[src/rtl/cond_mode_pkg.sv]
package cond_mode_pkg;
  typedef enum logic {
    MODE_CCM  = 1'b0,
    MODE_HYST = 1'b1
  } arb_mode_e;

  // Next run length after a strobed sample: extend a matching run up to lim,
  // otherwise begin a new run of one.
  function automatic int unsigned run_next(int unsigned cnt, logic same, int unsigned lim);
    if (same && cnt != 0) return (cnt < lim) ? cnt + 1 : lim;
    return 1;
  endfunction
endpackage

[src/rtl/arb_sign_run.sv]
module arb_sign_run #(
  parameter int RUN_LEN = 8,
  localparam int CNT_W = $clog2(RUN_LEN + 1)
) (
  input  logic             clk,
  input  logic             rst_n,
  input  logic             smp_vld,
  input  logic             smp_pos,
  input  logic             clr,
  output logic             run_done,
  output logic [CNT_W-1:0] run_cnt
);
  import cond_mode_pkg::*;

  logic             sign_q;
  logic [CNT_W-1:0] cnt_q;
  logic             same;

  assign same     = (smp_pos == sign_q) && (cnt_q != '0);
  assign run_done = smp_vld && same && (cnt_q == CNT_W'(RUN_LEN - 1));
  assign run_cnt  = cnt_q;

  always_ff @(posedge clk or negedge rst_n) begin
    if (!rst_n) begin
      cnt_q  <= '0;
      sign_q <= 1'b0;
    end else if (clr) begin
      cnt_q  <= '0;
    end else if (smp_vld) begin
      cnt_q  <= CNT_W'(run_next(int'(cnt_q), same, RUN_LEN));
      sign_q <= smp_pos;
    end
  end


  cnt_bound_chk: assert property (@(posedge clk) disable iff (!rst_n)
    cnt_q <= CNT_W'(RUN_LEN));


  idle_hold_chk: assert property (@(posedge clk) disable iff (!rst_n)
    (!smp_vld && !clr) |=> $stable(cnt_q));
endmodule

[src/rtl/arb_mode_fsm.sv]
module arb_mode_fsm
  import cond_mode_pkg::*;
(
  input  logic      clk,
  input  logic      rst_n,
  input  logic      force_ccm,
  input  logic      run_done,
  input  logic      smp_pos,
  output arb_mode_e mode_q,
  output arb_mode_e mode_d,
  output logic      flip
);
  // A run flips the mode only when its polarity points away from it:
  // negative leaves continuous, positive leaves hysteretic.
  assign flip = !force_ccm && run_done && (smp_pos == (mode_q == MODE_HYST));

  always_comb begin
    mode_d = mode_q;
    if (force_ccm)  mode_d = MODE_CCM;
    else if (flip)  mode_d = (mode_q == MODE_HYST) ? MODE_CCM : MODE_HYST;
  end

  always_ff @(posedge clk or negedge rst_n) begin
    if (!rst_n) mode_q <= MODE_CCM;
    else        mode_q <= mode_d;
  end


  force_ccm_chk: assert property (@(posedge clk) disable iff (!rst_n)
    force_ccm |=> (mode_q == MODE_CCM));


  mode_steady_chk: assert property (@(posedge clk) disable iff (!rst_n)
    (!force_ccm && !run_done) |=> $stable(mode_q));
endmodule

[src/rtl/arb_hyst_pulse.sv]
module arb_hyst_pulse (
  input  logic clk,
  input  logic rst_n,
  input  logic hyst_next,
  input  logic below_lo,
  input  logic above_hi,
  output logic pulse_q
);
  always_ff @(posedge clk or negedge rst_n) begin
    if (!rst_n)          pulse_q <= 1'b0;
    else if (!hyst_next) pulse_q <= 1'b0;
    else if (above_hi)   pulse_q <= 1'b0;
    else if (below_lo)   pulse_q <= 1'b1;
  end


  hi_ends_pulse_chk: assert property (@(posedge clk) disable iff (!rst_n)
    above_hi |=> !pulse_q);
endmodule

[src/rtl/cond_mode_arbiter.sv]
module cond_mode_arbiter #(
  parameter int RUN_LEN = 8
) (
  input  logic clk,
  input  logic rst_n,
  input  logic smp_vld,
  input  logic smp_pos,
  input  logic hyst_en,
  input  logic ref_slewing,
  input  logic cmp_below_lo,
  input  logic cmp_above_hi,
  output logic mode_hyst,
  output logic diode_emu_en,
  output logic hyst_pulse_req
);
  import cond_mode_pkg::*;
  localparam int CNT_W = $clog2(RUN_LEN + 1);

  logic             force_ccm;
  logic             run_done;
  logic             flip;
  logic [CNT_W-1:0] run_cnt;
  arb_mode_e        mode_q;
  arb_mode_e        mode_d;

  assign force_ccm = !hyst_en || ref_slewing;

  arb_sign_run #(.RUN_LEN(RUN_LEN)) u_run (
    .clk      (clk),
    .rst_n    (rst_n),
    .smp_vld  (smp_vld),
    .smp_pos  (smp_pos),
    .clr      (force_ccm || flip),
    .run_done (run_done),
    .run_cnt  (run_cnt)
  );

  arb_mode_fsm u_fsm (
    .clk       (clk),
    .rst_n     (rst_n),
    .force_ccm (force_ccm),
    .run_done  (run_done),
    .smp_pos   (smp_pos),
    .mode_q    (mode_q),
    .mode_d    (mode_d),
    .flip      (flip)
  );

  arb_hyst_pulse u_pulse (
    .clk      (clk),
    .rst_n    (rst_n),
    .hyst_next(mode_d == MODE_HYST),
    .below_lo (cmp_below_lo),
    .above_hi (cmp_above_hi),
    .pulse_q  (hyst_pulse_req)
  );

  assign mode_hyst    = (mode_q == MODE_HYST);
  assign diode_emu_en = mode_hyst;


  flip_clears_run_chk: assert property (@(posedge clk) disable iff (!rst_n)
    (mode_q != $past(mode_q)) |-> (run_cnt == '0));


  pulse_in_hyst_chk: assert property (@(posedge clk) disable iff (!rst_n)
    hyst_pulse_req |-> diode_emu_en);
endmodule

[config.mk]
export PLATFORM = sky130hd
export DESIGN_NAME = cond_mode_arbiter
export DESIGN_NICKNAME = d
export VERILOG_FILES = /design/src/rtl/cond_mode_pkg.sv /design/src/rtl/arb_sign_run.sv /design/src/rtl/arb_mode_fsm.sv /design/src/rtl/arb_hyst_pulse.sv /design/src/rtl/cond_mode_arbiter.sv
export SDC_FILE = /design/constraint.sdc
export NUM_CORES = 1
export LEC_CHECK = 0
export ABC_AREA = 1
export ABC_CLOCK_PERIOD_IN_PS = 4000
export BUFFER_PORTS_ARGS = -buffer_cell sky130_fd_sc_hd__buf_4
export CAP_MARGIN = 10
export CORE_AREA = 2 2 39 41
export CTS_CLUSTER_DIAMETER = 30
export DETAILED_ROUTE_END_ITERATION = 7
export DIE_AREA = 0 0 41 43
export PLACE_DENSITY_LB_ADDON = 0.05
export SLEW_MARGIN = 20
export SYNTH_ARGS = -nofsm -noshare
export SYNTH_HDL_FRONTEND = slang
export SYNTH_SLANG_ARGS = --single-unit
export TNS_END_PERCENT = 30
[constraint.sdc]
create_clock -name clk -period 4 [get_ports clk]
set_clock_uncertainty 0.15 [all_clocks]
set_input_delay 0.8 -clock clk [delete_from_list [all_inputs] [get_ports clk]]
set_output_delay 0.8 -clock clk [all_outputs]
set_load 0.1 [all_outputs]
-- After elaboration in Yosys (flattened, before gate mapping)
Cells that the tools add are included.
- $add $sub $neg: 1
- magnitude comparators: 1
- equal/unequal tests: 4
- mux-type cells: 14
- bitwise logic cells: 1
- reductions and logical operators: 13
- operators with widths (kind ; number):
    $mux W4 ; 5
    $mux W1 ; 9
    $logic_and A1 B1 Y1 ; 6
    $add A4 B1 Y4 const B ; 1
    $eq A4 B3 Y1 const B ; 1
    $lt A4 B4 Y1 const B ; 1
    $reduce_bool A4 Y1 ; 1
    $ne A3 B3 Y1 const B ; 1
    $eq A1 B1 Y1 ; 2
    $logic_not A1 Y1 ; 2
    $logic_or A1 B1 Y1 ; 2
    $reduce_and A2 Y1 ; 1
    $reduce_bool A2 Y1 ; 1
    $not A1 Y1 ; 1
- bits in registers: 7
- input port bits: 8

-- Depth between registers and ports, before layout
- depth after elaboration: 11
- gate-level depth with buffers: 9
- depth with buffers taken out: 9

-- Cells and area by module
A second synthesis with hierarchy kept.
- cell total of the unflattened synthesis: 67
- area, all modules: 490.5 um2
- modules (own cells, without submodules) (module ; instances ; cells each ; area an instance (um2)):
    arb_sign_run ; 1 ; 44 ; 349.1
    arb_mode_fsm ; 1 ; 13 ; 72.6
    arb_hyst_pulse ; 1 ; 5 ; 40.0
    cond_mode_arbiter ; 1 ; 5 ; 28.8

-- Least setup slack after synthesis
No wires, ideal clock.
- kind: register -> output
- from: register u_fsm.mode_q
- to: output port mode_hyst
- arrival time: 1.371 ns
- required time: 3.050 ns
- slack: 1.679 ns
- cell stages (with the launch flop): 2
- path through: dfrtp_1 -> buf_4
- RTL lines (item ; RTL line ; source):
    start, declared ; arb_mode_fsm.sv:9 ; output arb_mode_e mode_q,
    start signal, assigned ; arb_mode_fsm.sv:25 ; else mode_q <= mode_d;
    end, declared ; cond_mode_arbiter.sv:12 ; output logic mode_hyst,
No word-level cell between the ends.

-- Worst setup path after layout
- from: register u_fsm.mode_q
- to: output port mode_hyst
No word-level cell between the ends.

==> flow_summary.toml <==
[die]
core_area_sq_um = 1380
die_w_um = 41
die_area_sq_um = 1760
start_util_pct = 33.5
row_count = 14
io_pins = 11
dieHeight_um = 43

[worst_setup_path]
r2r-end = "u_run.run_cnt[1]"
path_cells = "buf_4"
path_buf_inv = 1
cp.required_ns = 3.05
path_class = "flop to primary output"
regToRegStartpoint = "u_run.run_cnt[0]"
worst_setup_path_end_kind = "primary output"
cp_max_fo = 4
path_depth = 1
max_stage_delay_ns = 0.39
arrival_ns = 0.95
crit_family = "flip-flops"
worst_r2r_path_depth = 8
slowest_stage = "dfrtp_1"
endpoint = "mode_hyst"
r2r_setup_slack_ns = 2.47
startpoint_type = "flop"
crit_path_start = "u_fsm.mode_q"

[detailed_routing]
vias = 414
drc_errors = 0
dr.pass1.iters = 4
routed_via_density = 4.50
ant_nets = 0
drt-total-wl_um = 890
drtIter0Drc = 3
routedWlPerCell_um = 9.67

[cts]
cts_root_buf = "clkbuf_4"
cts.clk_slew.worst_paths_ns = 0.05
tritoncts = "done"
clk_latency_ns = 0.24
clockBufferDepth = 2
ctsHoldBuffers = 0
cts.sinks = 7
htreeDepth = 1
numCtsBuffers = 3
postCtsSetupBuffers = 0
ctsResizeCount = 0

[status]
outcome = "complete, no violations"

[global_route]
grt_pass1_wl_um = 1550
grt_pass1_vias = 397
gr-total-overflow = 0
grt_max_degree = 8
antenna_found_initial = 0
grtUsageTotal_pct = 13.2

[timing]
fmax_ghz = 0.527
rsz0062_at_grt = "false"
slew-limit-headroom_pct = 81.6
post-route-period-util_pct = 47.5
period_minus_slack_ns = 1.90
slew_violations = 0
setup_viol = 0
tightest_slew_ns = 0.278
setup_tns_ns = 0
timing_hold_violations_final = 0

[logic_synthesis]
syn_area_per_cell_sq_um = 7.35
synth.distinct_cells = 18
syn_nets = 73
synthCells = 63
ys_seq_area_share_pct = 37.8
yosysWarnings = 0
ys_ff_latch = 7
synthesis.area_sq_um = 463

[cells_and_area]
insertedDiodeCount = 0
layout.cells.non_filler = 92
seq_area_sq_um = 175
multi_input_comb_area_sq_um = 246
syn_to_final_growth_pct = 24.6
post-route-util_pct = 41.7
drive_above_1_share_pct = 25.0
fin_nets = 87
nFillCells = 137

[placement]
hpwl_um = 728
io_buffer_count = 10
dpl.cell_count = 88
place_congestion = 0.667

[pwr]
power.leakage_nw = 0.312
p_per_area_nw_per_um2 = 276
ir_worst_vdd_uv = 140

[run]
cap_viol_max_count = 0

[min_path]
hp-class = "primary input to asynchronous set/reset pin"
[final cells by class]
| type | count | share of cell area (%) |
|---|---|---|
| multi-input combinational | 46 | 42.7 |
| inverter | 9 | 5.86 |
| sequential | 7 | 30.4 |
| timing repair buffer | 10 | 13.0 |
| tap | 16 | 3.47 |
| clock buffer | 4 | 4.56 |
[worst min path at each step]
stage	from	cells after the start	to	slack [ns]
after global placement	u_run.sign_q	2	u_run.sign_q	0.37
after floorplan	u_run.sign_q	2	u_run.sign_q	0.33
after CTS	rst_n	1	u_fsm.mode_q	0.19
after detailed placement	u_run.sign_q	2	u_run.sign_q	0.38
final	rst_n	1	u_fsm.mode_q	0.20
after global routing	rst_n	1	u_run.run_cnt[3]	0.20
[synthesized netlist by cell type]
cell | instances | area, sq um
nor2_1 | 5 | 18.8
a21oi_1 | 4 | 20.0
inv_1 | 8 | 30.0
o21bai_1 | 1 | 7.51
xnor2_1 | 1 | 8.76
inv_2 | 1 | 3.75
a22oi_1 | 1 | 7.51
or2_2 | 1 | 6.26
nand4_1 | 3 | 18.8
buf_4 | 1 | 7.51
nand4_2 | 1 | 12.5
dfrtp_1 | 7 | 175
nand2_1 | 17 | 63.8
nand3_1 | 6 | 30.0
o21ai_0 | 1 | 5.00
nor2_2 | 2 | 12.5
ha_1 | 2 | 25.0
nand3_2 | 1 | 10.0
[logic make-up (layout without fill, tap and decap cells)]
family,Yosys count,after routing,share of synthesized area [%]
compound gates,7,7,8.65
xor+xnor,1,1,1.89
fa+ha+maj,2,2,5.40
buf+inv,10,23,8.92
flops,7,7,37.8
simple gates,36,36,37.3
[report_power, final]
group / switching [mW] / internal [mW] / leakage (nW) / total (mW)
Clock: 0.0237 / 0.0379 / 0.0150 / 0.0616
Sequential: 0.00246 / 0.0731 / 0.0959 / 0.0756
Combinational: 0.0124 / 0.00967 / 0.201 / 0.0220
Total: 0.0385 / 0.121 / 0.312 / 0.159
[per-layer routing]
layer | global-route usage [%] | part of all wire [%] | vias up | wire length, um
met1 | 17.7 | 48 | 175 | 424
li1 | - | - | 228 | -
met5 | 0 | 0 | - | 0
met2 | 17.5 | 48 | 9 | 423
met4 | 12.0 | 0.90 | 0 | 8
met3 | 1.57 | 3.8 | 2 | 34
[flip-flops by register name (all words and copies together), names as in the netlist]
register,cells
u_run.sign_q,1
u_run.run_cnt,4
u_pulse.pulse_q,1
u_fsm.mode_q,1
[through the flow]
stage	area [sq um]	hold slack [ns]	worst slack, ns	power [mW]
6_report	577	0.202	2.10	0.159
5_1_grt	577	0.200	2.06	0.169
4_1_cts	577	0.195	2.08	0.163
2_1_floorplan	463	0.332	1.68	0.0882
3_3_place_gp	551	0.372	2.14	0.0990
3_5_place_dp	551	0.383	2.16	0.0993
[placed cells by master (no fill, tap or decap)]
master    netlist  routed
nand4_1         3       3
inv_2           1       1
a22oi_1         1       1
or2_2           1       1
nand4_2         1       1
nand3_2         1       1
nand3_1         6       6
dfrtp_1         7       7
nor2_2          2       2
o21ai_0         1       1
nor2_1          5       5
a21oi_1         4       4
nand2_1        17      17
clkbuf_4        0       3
inv_1           8       8
buf_4           1      10
xnor2_1         1       1
ha_1            2       2
clkbuf_1        0       1
o21bai_1        1       1
No activity file was read; power rests on OpenSTA's default activity.
